[src/rtl/conv_irq_pkg.sv]
package conv_irq_pkg;

    typedef enum logic [1:0] {
        SEL_FLAGS  = 2'd0,
        SEL_ENABLE = 2'd1,
        SEL_VECTOR = 2'd2,
        SEL_NONE   = 2'd3
    } reg_sel_e;

    // Source indices in priority order, lowest index wins
    localparam int SRC_OVF   = 0;
    localparam int SRC_TOV   = 1;
    localparam int SRC_SLOT0 = 2;

endpackage

[src/rtl/conv_irq_slot_bank.sv]
module conv_irq_slot_bank #(
    parameter int NSLOT = 16
) (
    input  logic [NSLOT-1:0] flags_q,
    input  logic [NSLOT-1:0] unread_q,
    input  logic [NSLOT-1:0] slot_set,
    input  logic [NSLOT-1:0] res_rd,
    input  logic             flag_wr,
    input  logic [NSLOT-1:0] flag_wdata,
    output logic [NSLOT-1:0] flags_d,
    output logic [NSLOT-1:0] unread_d,
    output logic             ovf_hit
);

    logic [NSLOT-1:0] hit;

    for (genvar n = 0; n < NSLOT; n++) begin : g_slot
        always_comb begin
            logic base;
            base        = flag_wr ? flag_wdata[n] : flags_q[n];
            flags_d[n]  = (base & ~res_rd[n]) | slot_set[n];
            unread_d[n] = (unread_q[n] & ~res_rd[n]) | slot_set[n];
            hit[n]      = slot_set[n] & unread_q[n] & ~res_rd[n];
        end
    end

    assign ovf_hit = |hit;

endmodule

[src/rtl/conv_irq_prio_enc.sv]
module conv_irq_prio_enc #(
    parameter int NSRC = 18,
    parameter int VW   = 6,
    localparam int IW  = (NSRC > 1) ? $clog2(NSRC) : 1
) (
    input  logic [NSRC-1:0] pend,
    output logic            any,
    output logic [IW-1:0]   top_idx,
    output logic [VW-1:0]   vec
);

    always_comb begin
        any     = 1'b0;
        top_idx = '0;
        for (int k = NSRC - 1; k >= 0; k--) begin
            if (pend[k]) begin
                any     = 1'b1;
                top_idx = IW'(k);
            end
        end
        vec = any ? VW'(2 * (32'(top_idx) + 1)) : '0;
    end

endmodule

[src/rtl/conv_irq_vector.sv]
module conv_irq_vector
    import conv_irq_pkg::*;
#(
    parameter int  NSLOT = 16,
    localparam int DW    = NSLOT + 2
) (
    input  logic             clk,
    input  logic             rst_n,
    input  logic [NSLOT-1:0] slot_set,
    input  logic [NSLOT-1:0] res_rd,
    input  logic             conv_req,
    input  logic             conv_busy,
    input  logic [1:0]       bus_sel,
    input  logic             bus_rd,
    input  logic             bus_wr,
    input  logic [DW-1:0]    bus_wdata,
    output logic [DW-1:0]    bus_rdata,
    output logic             irq
);

    localparam int NSRC = NSLOT + 2;
    localparam int VW   = $clog2(2 * NSRC + 1);
    localparam int IW   = $clog2(NSRC);

    typedef struct packed {
        logic [NSLOT-1:0] flags;
        logic [NSLOT-1:0] unread;
        logic             ovf;
        logic             tov;
        logic [DW-1:0]    en;
    } state_t;

    state_t st_d, st_q;

    logic [NSLOT-1:0] flags_q, flags_nx, unread_nx;
    logic             ovf_q, tov_q, ovf_hit;
    logic [DW-1:0]    en_q;
    logic [NSRC-1:0]  pend;
    logic             any;
    logic [IW-1:0]    top_idx;
    logic [VW-1:0]    vec;
    logic             vec_acc, flag_wr, en_wr;

    assign flags_q = st_q.flags;
    assign ovf_q   = st_q.ovf;
    assign tov_q   = st_q.tov;
    assign en_q    = st_q.en;

    assign vec_acc = (bus_rd | bus_wr) && (bus_sel == SEL_VECTOR);
    assign flag_wr = bus_wr && (bus_sel == SEL_FLAGS);
    assign en_wr   = bus_wr && (bus_sel == SEL_ENABLE);

    // Enabled pending sources, index 0 is highest priority
    assign pend = {st_q.flags & st_q.en[NSLOT-1:0],
                   st_q.tov & st_q.en[NSLOT+1],
                   st_q.ovf & st_q.en[NSLOT]};

    conv_irq_slot_bank #(.NSLOT(NSLOT)) u_bank (
        .flags_q    (st_q.flags),
        .unread_q   (st_q.unread),
        .slot_set   (slot_set),
        .res_rd     (res_rd),
        .flag_wr    (flag_wr),
        .flag_wdata (bus_wdata[NSLOT-1:0]),
        .flags_d    (flags_nx),
        .unread_d   (unread_nx),
        .ovf_hit    (ovf_hit)
    );

    conv_irq_prio_enc #(.NSRC(NSRC), .VW(VW)) u_enc (
        .pend    (pend),
        .any     (any),
        .top_idx (top_idx),
        .vec     (vec)
    );

    always_comb begin
        logic clr_ovf, clr_tov;
        clr_ovf = vec_acc && any && (top_idx == IW'(SRC_OVF));
        clr_tov = vec_acc && any && (top_idx == IW'(SRC_TOV));

        st_d        = st_q;
        st_d.flags  = flags_nx;
        st_d.unread = unread_nx;
        st_d.ovf    = (st_q.ovf & ~clr_ovf) | ovf_hit;
        st_d.tov    = (st_q.tov & ~clr_tov) | (conv_req & conv_busy);
        if (en_wr) begin
            st_d.en = bus_wdata;
        end

        unique case (bus_sel)
            SEL_FLAGS:  bus_rdata = {2'b00, st_q.flags};
            SEL_ENABLE: bus_rdata = st_q.en;
            SEL_VECTOR: bus_rdata = DW'(vec);
            default:    bus_rdata = '0;
        endcase
    end

    assign irq = any;

    always_ff @(posedge clk) begin
        if (!rst_n) begin
            st_q <= '0;
        end else begin
            st_q <= st_d;
        end
    end

endmodule

[config.mk]
export PLATFORM = sky130hd
export DESIGN_NAME = conv_irq_vector
export DESIGN_NICKNAME = d
export VERILOG_FILES = /design/src/rtl/conv_irq_pkg.sv /design/src/rtl/conv_irq_slot_bank.sv /design/src/rtl/conv_irq_prio_enc.sv /design/src/rtl/conv_irq_vector.sv
export SDC_FILE = /design/constraint.sdc
export NUM_CORES = 1
export LEC_CHECK = 0
export CORE_MARGIN = 2
export CORE_UTILIZATION = 48
export DETAILED_ROUTE_END_ITERATION = 16
export PLACE_DENSITY = 0.86
export SLEW_MARGIN = 10
export SYNTH_ARGS = -nofsm -noshare
export SYNTH_HDL_FRONTEND = slang
export SYNTH_SLANG_ARGS = --single-unit
[constraint.sdc]
create_clock -name clk -period 3.3 [get_ports clk]
set_clock_uncertainty 0.05 [all_clocks]
set_input_delay 0.66 -clock clk [delete_from_list [all_inputs] [get_ports clk]]
set_output_delay 0.66 -clock clk [all_outputs]
set_load 0.01 [all_outputs]
==> impl.org, run 1 <==
** GRT
- Largest net degree at the start of global routing :: 53
- Number of antenna violations at the first check in global routing :: 0
- Vias in the first global route :: 2623
- The first global-routing pass estimated 12300 um of wire.
- Global-route total usage across every layer :: 24.8%
- For this run the aggregate overflow at the end of global routing stands at 0.

** Place
- Summing all placed instances gives a cell area of 3620 um2.
- Prior to clock tree synthesis, the placed netlist has a worst setup slack of 45.9 ps.
- Routability-driven placement finished with a final weighted congestion of 0.902.
- The HPWL after detailed placement is 6050 um.
- Count of input and output buffers :: 76

** STA
- The number of hold violations in the final report is 0.
- Counting I/O delays and the setup requirement, the final critical path takes 3180 ps.
- For the final routed database, the setup TNS stands at 0 ps.
- RSZ-0062 raised after global routing :: no
- At the pin with the least slew margin, the transition time is 681 ps.
- Relative slew slack :: 54.6%
- The max-slew violation count came to 0.
- For this run, the top clock speed supported by timing is 0.315 GHz.
- Setup-violating endpoint count in the final report :: 0
- Fin crit share :: 96.3%
- Hold is met by 437 ps.
- Crit path setup slack, layout :: 122 ps

** Setup path
- The largest individual stage delay along the critical path comes from the cell sky130_fd_sc_hd__or3_1.
- Crit Path Max Fanout :: 4
- Data on the critical path is required at its endpoint by 2590 ps.
- The cell family contributing the most delay on the critical path is compound AO/OA/AOI/OAI gates.
- Walking the worst path, the cells encountered are nand2_1, a32o_1, a221o_1, a22o_1, buf_4, o31a_1, or3_1, clkbuf_2.
- Largest stage delay on the critical path :: 380 ps
- Launching instance or port of the critical path :: en_q[5]
- The worst setup path is launched from a flop.
- The critical path contains buffers and inverters numbering 2 combined.
- The worst setup path is of the flop to primary output kind.
- Data arrival at the endpoint of the critical path :: 2470 ps
- In this run the critical register-to-register path is launched from en_q[5].
- STA classifies the critical path endpoint as a primary output.

** Drt
- Detailed Route WL :: 7620 um
- Total DRC errors in the routed layout :: 0
- The detail route stage leaves a number of antenna-violating nets equal to 0.
- Using the TritonRoute via totals, the vias-per-cell ratio works out to 5.54.
- Vias after detailed routing :: 2752
- For this block, the initial DRC count from the detailed router was 146.
- Detailed-router iteration count before antenna repair :: 4
- Per-cell routed wire length :: 15.3 um

** Yosys
- Sorting the synthesized cells by how often they occur yields sky130_fd_sc_hd__nand2_1 (97), sky130_fd_sc_hd__dfxtp_1 (52), sky130_fd_sc_hd__o21a_1 (33), sky130_fd_sc_hd__a21boi_0 (19).
- Async SR Flop Fraction :: 0%
- Yosys warning count :: 0
- Combined area of all synthesized cells :: 2730 um2
- Mapped Nets :: 403
- Part of the Yosys area used for sequential elements :: 38.2%
- Post-synthesis register bit count :: 52
- Among all cell types in the netlist, the one instantiated most often is sky130_fd_sc_hd__nand2_1.
- Area leader, netlist :: sky130_fd_sc_hd__dfxtp_1
- Fraction of post-synthesis cell area in the top cell type by area :: 38.2%
- Number of flops mapped to enable cells by yosys :: 0
- After technology mapping, the gate count stands at 342.
- Leading post-synthesis cells by cell area :: sky130_fd_sc_hd__dfxtp_1 (38%), sky130_fd_sc_hd__nand2_1 (13%), sky130_fd_sc_hd__o21a_1 (9.1%), sky130_fd_sc_hd__mux2i_1 (5.9%), sky130_fd_sc_hd__a21boi_0 (5.2%)
- After synthesis, the mean cell area works out to 7.97 um2.
- Commonest register cell after synthesis :: sky130_fd_sc_hd__dfxtp_1
- Synthesis instantiated 36 different standard cells from the library.

** Floorplanning
- Row generation in the floorplan step produced 27 rows.
- Vert. Die Dim :: 79.4 um
- Effective utilization at floorplan :: 49.5%
- Boundary pin count :: 77
- The floorplan step defined a die boundary enclosing 6300 um2.
- Die span in x :: 79.4 um
- Area inside the core boundary :: 5510 um2

** CTS
- Root Buffer :: sky130_fd_sc_hd__clkbuf_8
- Hold buffer count at CTS :: 0
- Max H-tree Level :: 2
- After clock tree synthesis, the clock-pin slew on the worst setup and hold paths is 90 ps.
- The clock reaches the later pin of the worst-skew pair after 300 ps.
- CTS tree :: built
- No sink is reached through more buffers than the 2 on the longest clock path.
- The tree built by TritonCTS fans out to 52 sinks.
- CTS Buf Count :: 5

** Final layout
- Once layout is complete, the utilization of the core stands at 67.3%.
- Compared with the post-synthesis result, the final layout area differs by 35.9%.
- Antenna diodes :: 0
- Final net count :: 485
- Fraction of layout instances using a drive strength above 1 :: 5.88%
- Area of all placed cells without fillers :: 3710 um2

** Power
- Maximum vdd drop :: 0.255 mV
- PwrDens :: 362 nW/um2
- For this design the static power due to leakage is 1.45 nW.

** Run status
- The run finished with clean final reports.

** Hold path
- Worst hold path class :: flop to flop
- Origin of the worst min-delay path :: ovf_q

** Run
- Max Cap Violations :: 0
placed cells by master, fill, tap and decap left out, types with 2 or more instances in the layout:
cell type,netlist,routed
sky130_fd_sc_hd__or3_1,2,2
sky130_fd_sc_hd__a21boi_0,19,19
sky130_fd_sc_hd__dlygate4sd2_1,0,2
sky130_fd_sc_hd__a22oi_1,15,15
sky130_fd_sc_hd__nor4_1,2,2
sky130_fd_sc_hd__clkbuf_2,0,2
sky130_fd_sc_hd__o22ai_1,3,3
sky130_fd_sc_hd__clkdlybuf4s50_1,0,72
sky130_fd_sc_hd__clkbuf_1,13,2
sky130_fd_sc_hd__clkbuf_8,0,6
sky130_fd_sc_hd__a22o_1,4,4
sky130_fd_sc_hd__mux2i_1,16,16
sky130_fd_sc_hd__o21a_1,33,33
sky130_fd_sc_hd__o21ai_0,2,2
sky130_fd_sc_hd__nand2_1,97,97
sky130_fd_sc_hd__a31oi_1,3,3
sky130_fd_sc_hd__inv_1,4,4
sky130_fd_sc_hd__dfxtp_1,52,51
sky130_fd_sc_hd__a32o_1,3,3
sky130_fd_sc_hd__a21oi_1,17,17
sky130_fd_sc_hd__and2_1,5,5
sky130_fd_sc_hd__nor2_1,15,15
sky130_fd_sc_hd__ha_1,3,3
sky130_fd_sc_hd__nor2b_1,17,17
sky130_fd_sc_hd__buf_4,0,15
through the flow:
stage                     std cells  total power [mW]
after floorplan                 342             0.831
after global placement          488             0.983
after detailed placement        488             0.987
after CTS                       497              1.34
after global routing            497              1.40
final                           497              1.34
metal layers:
layer | wire length [um] | vias to the layer above | track usage, %
met1 | 3380 | 1274 | 34.0
met4 | 163 | 0 | 8.97
met3 | 496 | 15 | 2.95
met2 | 3580 | 97 | 40.2
met5 | 0 | - | 0
li1 | - | 1366 | -
logic make-up (layout without fill, tap and decap cells):
group,Yosys count,count (layout),synth area share [%]
AOI/OAI and AO/OA,108,108,28.9
xor gates and xnor gates,1,1,0.321
adders and majority gates,3,3,1.38
buffers and inverters,20,103,2.85
DFF,52,52,38.2
muxes,16,16,5.87
and+or+nand+nor,142,142,22.5
worst paths after layout:
kind	to	slack, ps	depth (start not counted)
worst max-delay path	bus_rdata[4]	120	8
worst min-delay path	ovf_q	440	2
worst max register to register	ovf_q	1350	9
worst min register to register	ovf_q	440	2
final cells by class:
cell class	instances	area, um2
fill	486	1800
multi-input combinational	270	1610
inverter	4	15.0
tap	72	90.1
clock buffer	8	90.1
timing repair buffer	91	861
sequential	52	1040
worst reg2reg max path, delay by kind of cell (launching register included):
family	cells	cell delay (ps)
compound gates	4	960
flops	1	360
simple gates	3	190
fa+ha+maj	1	170
buf+inv	1	150
sequential cells by signal, indices dropped and copies added, names as in the netlist:
signal   count
ovf_q        1
st_q        16
flags_q     16
en_q        18
tov_q        1
power by group:
| part | leakage [nW] | switching, mW | internal [mW] |
|---|---|---|---|
| clock | 0.0455 | 0.196 | 0.171 |
| combinational | 0.973 | 0.127 | 0.158 |
| sequential | 0.431 | 0.0268 | 0.663 |
| total | 1.45 | 0.350 | 0.992 |
repair_timing:
action / in CTS / in global routing
resized for setup: 6 / 3
setup buffers: 1 / 0
endpoints found under the setup margin: 4 / 2
pin swaps: 1 / 0
No activity file was read; power rests on OpenSTA's default activity.
==> run 2: changes to the inputs <==
--- a/config.mk
+++ b/config.mk
@@ -9,6 +9,7 @@
 export CORE_UTILIZATION = 48
 export DETAILED_ROUTE_END_ITERATION = 16
 export PLACE_DENSITY = 0.86
+export SKIP_LAST_GASP = 1
 export SLEW_MARGIN = 10
 export SYNTH_ARGS = -nofsm -noshare
 export SYNTH_HDL_FRONTEND = slang
==> run 2 against run 1 <==
Power fell by 0.22%. Largest cell class unchanged. Largest power group unchanged. Combinational power barely moved. Cell count rose by 0.20%. First-iteration DRC count rose by 8.2%. Design area rose by 0.24%.
==> impl.org, run 2 (same netlist as run 1, synthesis figures left out) <==
** Drt
- Detailed-router iteration count before antenna repair :: 4 (unchanged)
- The wire length after detailed routing is 7560 um (was 7620 um).
- Vias per Instance :: 5.47 (was 5.54)
- The starting DRC count in detailed routing is 158 (was 146).
- The average wire per cell in the routed design is 15.2 um (was 15.3 um).
- Total DRC errors in the routed layout :: 0 (unchanged)
- The number of vias in the routed layout is 2723 (was 2752).
- Antenna violation net count after detailed routing :: 0 (unchanged)

** GRT
- Wire length of the first global-routing pass :: 12300 um (unchanged)
- Number of antenna violations at the first check in global routing :: 0 (unchanged)
- The total global routing track utilization was 24.8% (unchanged).
- The number of global-route vias before repair is 2623 (unchanged).
- Largest net degree at the start of global routing :: 53 (unchanged)
- The aggregate global routing overflow came to 0 (unchanged).

** Setup path
- Top delay family on crit path :: compound AO/OA/AOI/OAI gates (unchanged)
- The delay of the slowest cell on the worst path is 380 ps (about the same).
- Data arrival at the endpoint of the critical path :: 2450 ps (was 2470 ps)
- Kind of start point of the critical path :: flop (unchanged)
- Cell-by-cell trace of the critical path: nand2_1, a32o_1, a221o_1, a22o_1, buf_4, o31a_1, or3_1, clkbuf_2 (unchanged).
- The number of stages on the worst setup path is 8 (unchanged).
- Kind of end point of the critical path :: primary output (unchanged)
- The source of the critical timing path is en_q[5] (unchanged).
- Critical path buffers and inverters :: 2 (unchanged)
- The number of cells on the worst reg-to-reg path is 10 (was 9).
- Data required time at the worst endpoint :: 2590 ps (about the same)
- The category of the critical setup timing path is flop to primary output (unchanged).
- The cell with the biggest individual delay on the critical path is sky130_fd_sc_hd__or3_1 (unchanged).
- The maximum net fanout on the critical path came to 3 (was 4).
- Critical register-to-register path startpoint :: flags_q[5] (was en_q[5])

** Floorplanning
- Area inside the core boundary :: 5510 um2 (unchanged)
- The number of placed I/O pins came to 77 (unchanged).
- The die outline width is 79.4 um (unchanged).
- The overall die height came to 79.4 um (unchanged).
- Area of the die :: 6300 um2 (unchanged)
- The initial core utilization came to 49.5% (unchanged).
- Row cnt :: 27 (unchanged)

** Place
- HPWL Detailed :: 6050 um (unchanged)
- The total placed instance area was 3620 um2 (unchanged).
- Count of input and output buffers :: 76 (unchanged)
- Routability-driven placement congestion ratio :: 0.902 (unchanged)

** Power
- The power per cell area is 360 nW/um2 (was 362 nW/um2).
- The total design power is 1.34 mW (about the same).
- Power dissipated by switching net loads :: 0.346 mW (was 0.350 mW)
- Internal power :: 0.993 mW (was 0.992 mW)
- Pleak :: 1.46 nW (was 1.45 nW)
- The fraction of power consumed by combinational cells was 21.3% (was 21.2%).
- Net switching fraction of the power :: 25.9% (was 26.1%)
- The sequential power share was 51.5% (was 51.4%).
- Clock share of power :: 27.2% (was 27.4%)
- The peak supply drop was 0.252 mV (was 0.255 mV).

** CTS
- Number of sinks driven by the clock tree :: 52 (unchanged)
- The maximum level of the CTS H-tree is 2 (unchanged).
- CTS tree :: built (unchanged)
- The maximum number of buffers from clock root to sink came to 2 (unchanged).
- The clock latency on the worst-skew pair is 300 ps (about the same).
- CTS Buf Count :: 5 (unchanged)
- Root Buffer :: sky130_fd_sc_hd__clkbuf_8 (unchanged)
- Hold buffer count at CTS :: 0 (unchanged)
- Clk pin slew, worst setup/hold paths :: 90 ps (about the same)

** STA
- RSZ-0062 raised after global routing: no (unchanged).
- The highest clock rate was 0.317 GHz (was 0.315 GHz).
- The number of hold violations in the final report is 0 (unchanged).
- The final cycle utilization of the critical path came to 95.6% (was 96.3%).
- The headroom to the max-slew limit is 57.4% (was 54.6%).
- The final number of setup-violating endpoints came to 0 (unchanged).
- The setup TNS was 0 ps (unchanged).
- The max-slew violation count is 0 (unchanged).
- The final period demand of the worst path was 3160 ps (was 3180 ps).
- The actual slew at the worst max-slew pin came to 639 ps (was 681 ps).

** Final layout
- Area of all placed cells without fillers :: 3710 um2 (about the same)
- Final standard cell utilization of the core :: 67.5% (was 67.3%)
- Syn-to-layout area delta :: 36.3% (was 35.9%)
- Fraction of layout instances using a drive strength above 1 :: 6.34% (was 5.88%)
- Final net count :: 486 (was 485)
- Commonest cells after routing, fill and taps aside :: sky130_fd_sc_hd__nand2_1 (97), sky130_fd_sc_hd__clkdlybuf4s50_1 (72), sky130_fd_sc_hd__dfxtp_1 (50) (was sky130_fd_sc_hd__nand2_1 (97), sky130_fd_sc_hd__clkdlybuf4s50_1 (72), sky130_fd_sc_hd__dfxtp_1 (51))
- The number of fill cells in the layout came to 485 (was 486).
- Flip-flop count of the largest register after layout :: 18 (unchanged)
- The commonest non-fill, non-tap cell in the layout is sky130_fd_sc_hd__nand2_1 (unchanged).
- Antenna diodes :: 0 (unchanged)

** Run status
- Outcome :: finished, final reports clean (unchanged)

** Hold path
- Cells on Worst Hold Path :: 2 (unchanged)
- Worst hold path class :: flop to flop (unchanged)
- Origin of the worst min-delay path :: en_q[5] (was ovf_q)

** Run
- The number of violations of the max-capacitance limit is 0 (unchanged).
==> run 2: cell types whose count changed in the layout (fill, tap and decap cells not counted) <==
cell / change
sky130_fd_sc_hd__buf_4: +1
sky130_fd_sc_hd__dfxtp_1: -1
sky130_fd_sc_hd__dfxtp_2: +1
==> run 2: metal layers <==
layer,track usage (%),part of all wire (%)
met1,34.0,46
met2,40.2,47
met3,2.95,5.8
met4,8.97,1.9
met5,0,0
==> run 2: layout make-up <==
cell class                 count  area (um2)  share of cell area, %
inverter                       4        15.0                  0.404
multi-input combinational    270        1610                   43.3
tap                           72        90.1                   2.43
timing repair buffer          92         868                   23.4
clock buffer                   8        90.1                   2.43
sequential                    52        1040                   28.1
==> run 2: final timing paths <==
check | to | slack [ps]
worst max register to register | tov_q | 1360
worst min-delay path | en_q[5] | 430
worst max-delay path | bus_rdata[4] | 140
worst min register to register | en_q[5] | 430
==> run 2: what timing repair did <==
item | 4_1_cts | 5_1_grt
gates resized for setup | 5 | 5
pin swaps | 1 | 0
endpoints found under the setup margin | 4 | 2
setup buffers | 1 | 1
==> run 2: stage by stage <==
| step | hold WS (ps) | cells | setup slack, ps |
|---|---|---|---|
| 2_1_floorplan | 406 | 342 | 614 |
| 3_3_place_gp | 422 | 488 | 118 |
| 3_5_place_dp | 428 | 488 | 45.9 |
| 4_1_cts | 440 | 497 | -27.3 |
| 5_1_grt | 463 | 498 | 14.8 |
| 6_report | 431 | 498 | 144 |
==> run 2: tightest hold or removal path: stages (launching register included) <==
cell	delay, ps
sky130_fd_sc_hd__dfxtp_2	330
sky130_fd_sc_hd__nand2_1	40
sky130_fd_sc_hd__a21boi_0	70
==> run 2: power by group through the flow <==
| stage | clock (mW) | combinational (mW) | sequential, mW |
|---|---|---|---|
| final | 0.365 | 0.285 | 0.689 |
| after global routing | 0.393 | 0.313 | 0.693 |
| after CTS | 0.371 | 0.285 | 0.689 |
| after detailed placement | 0 | 0.284 | 0.703 |
| after global placement | 0 | 0.281 | 0.702 |
| after floorplan | 0 | 0.135 | 0.696 |
==> run 3: changes to the inputs <==
--- a/config.mk
+++ b/config.mk
@@ -7,6 +7,7 @@
 export LEC_CHECK = 0
 export CORE_MARGIN = 2
 export CORE_UTILIZATION = 48
+export CTS_CLUSTER_DIAMETER = 60
 export DETAILED_ROUTE_END_ITERATION = 16
 export PLACE_DENSITY = 0.86
 export SKIP_LAST_GASP = 1
==> results of run 3 <==
No change in the layout: final DEF, timing and power equal those of run 2.
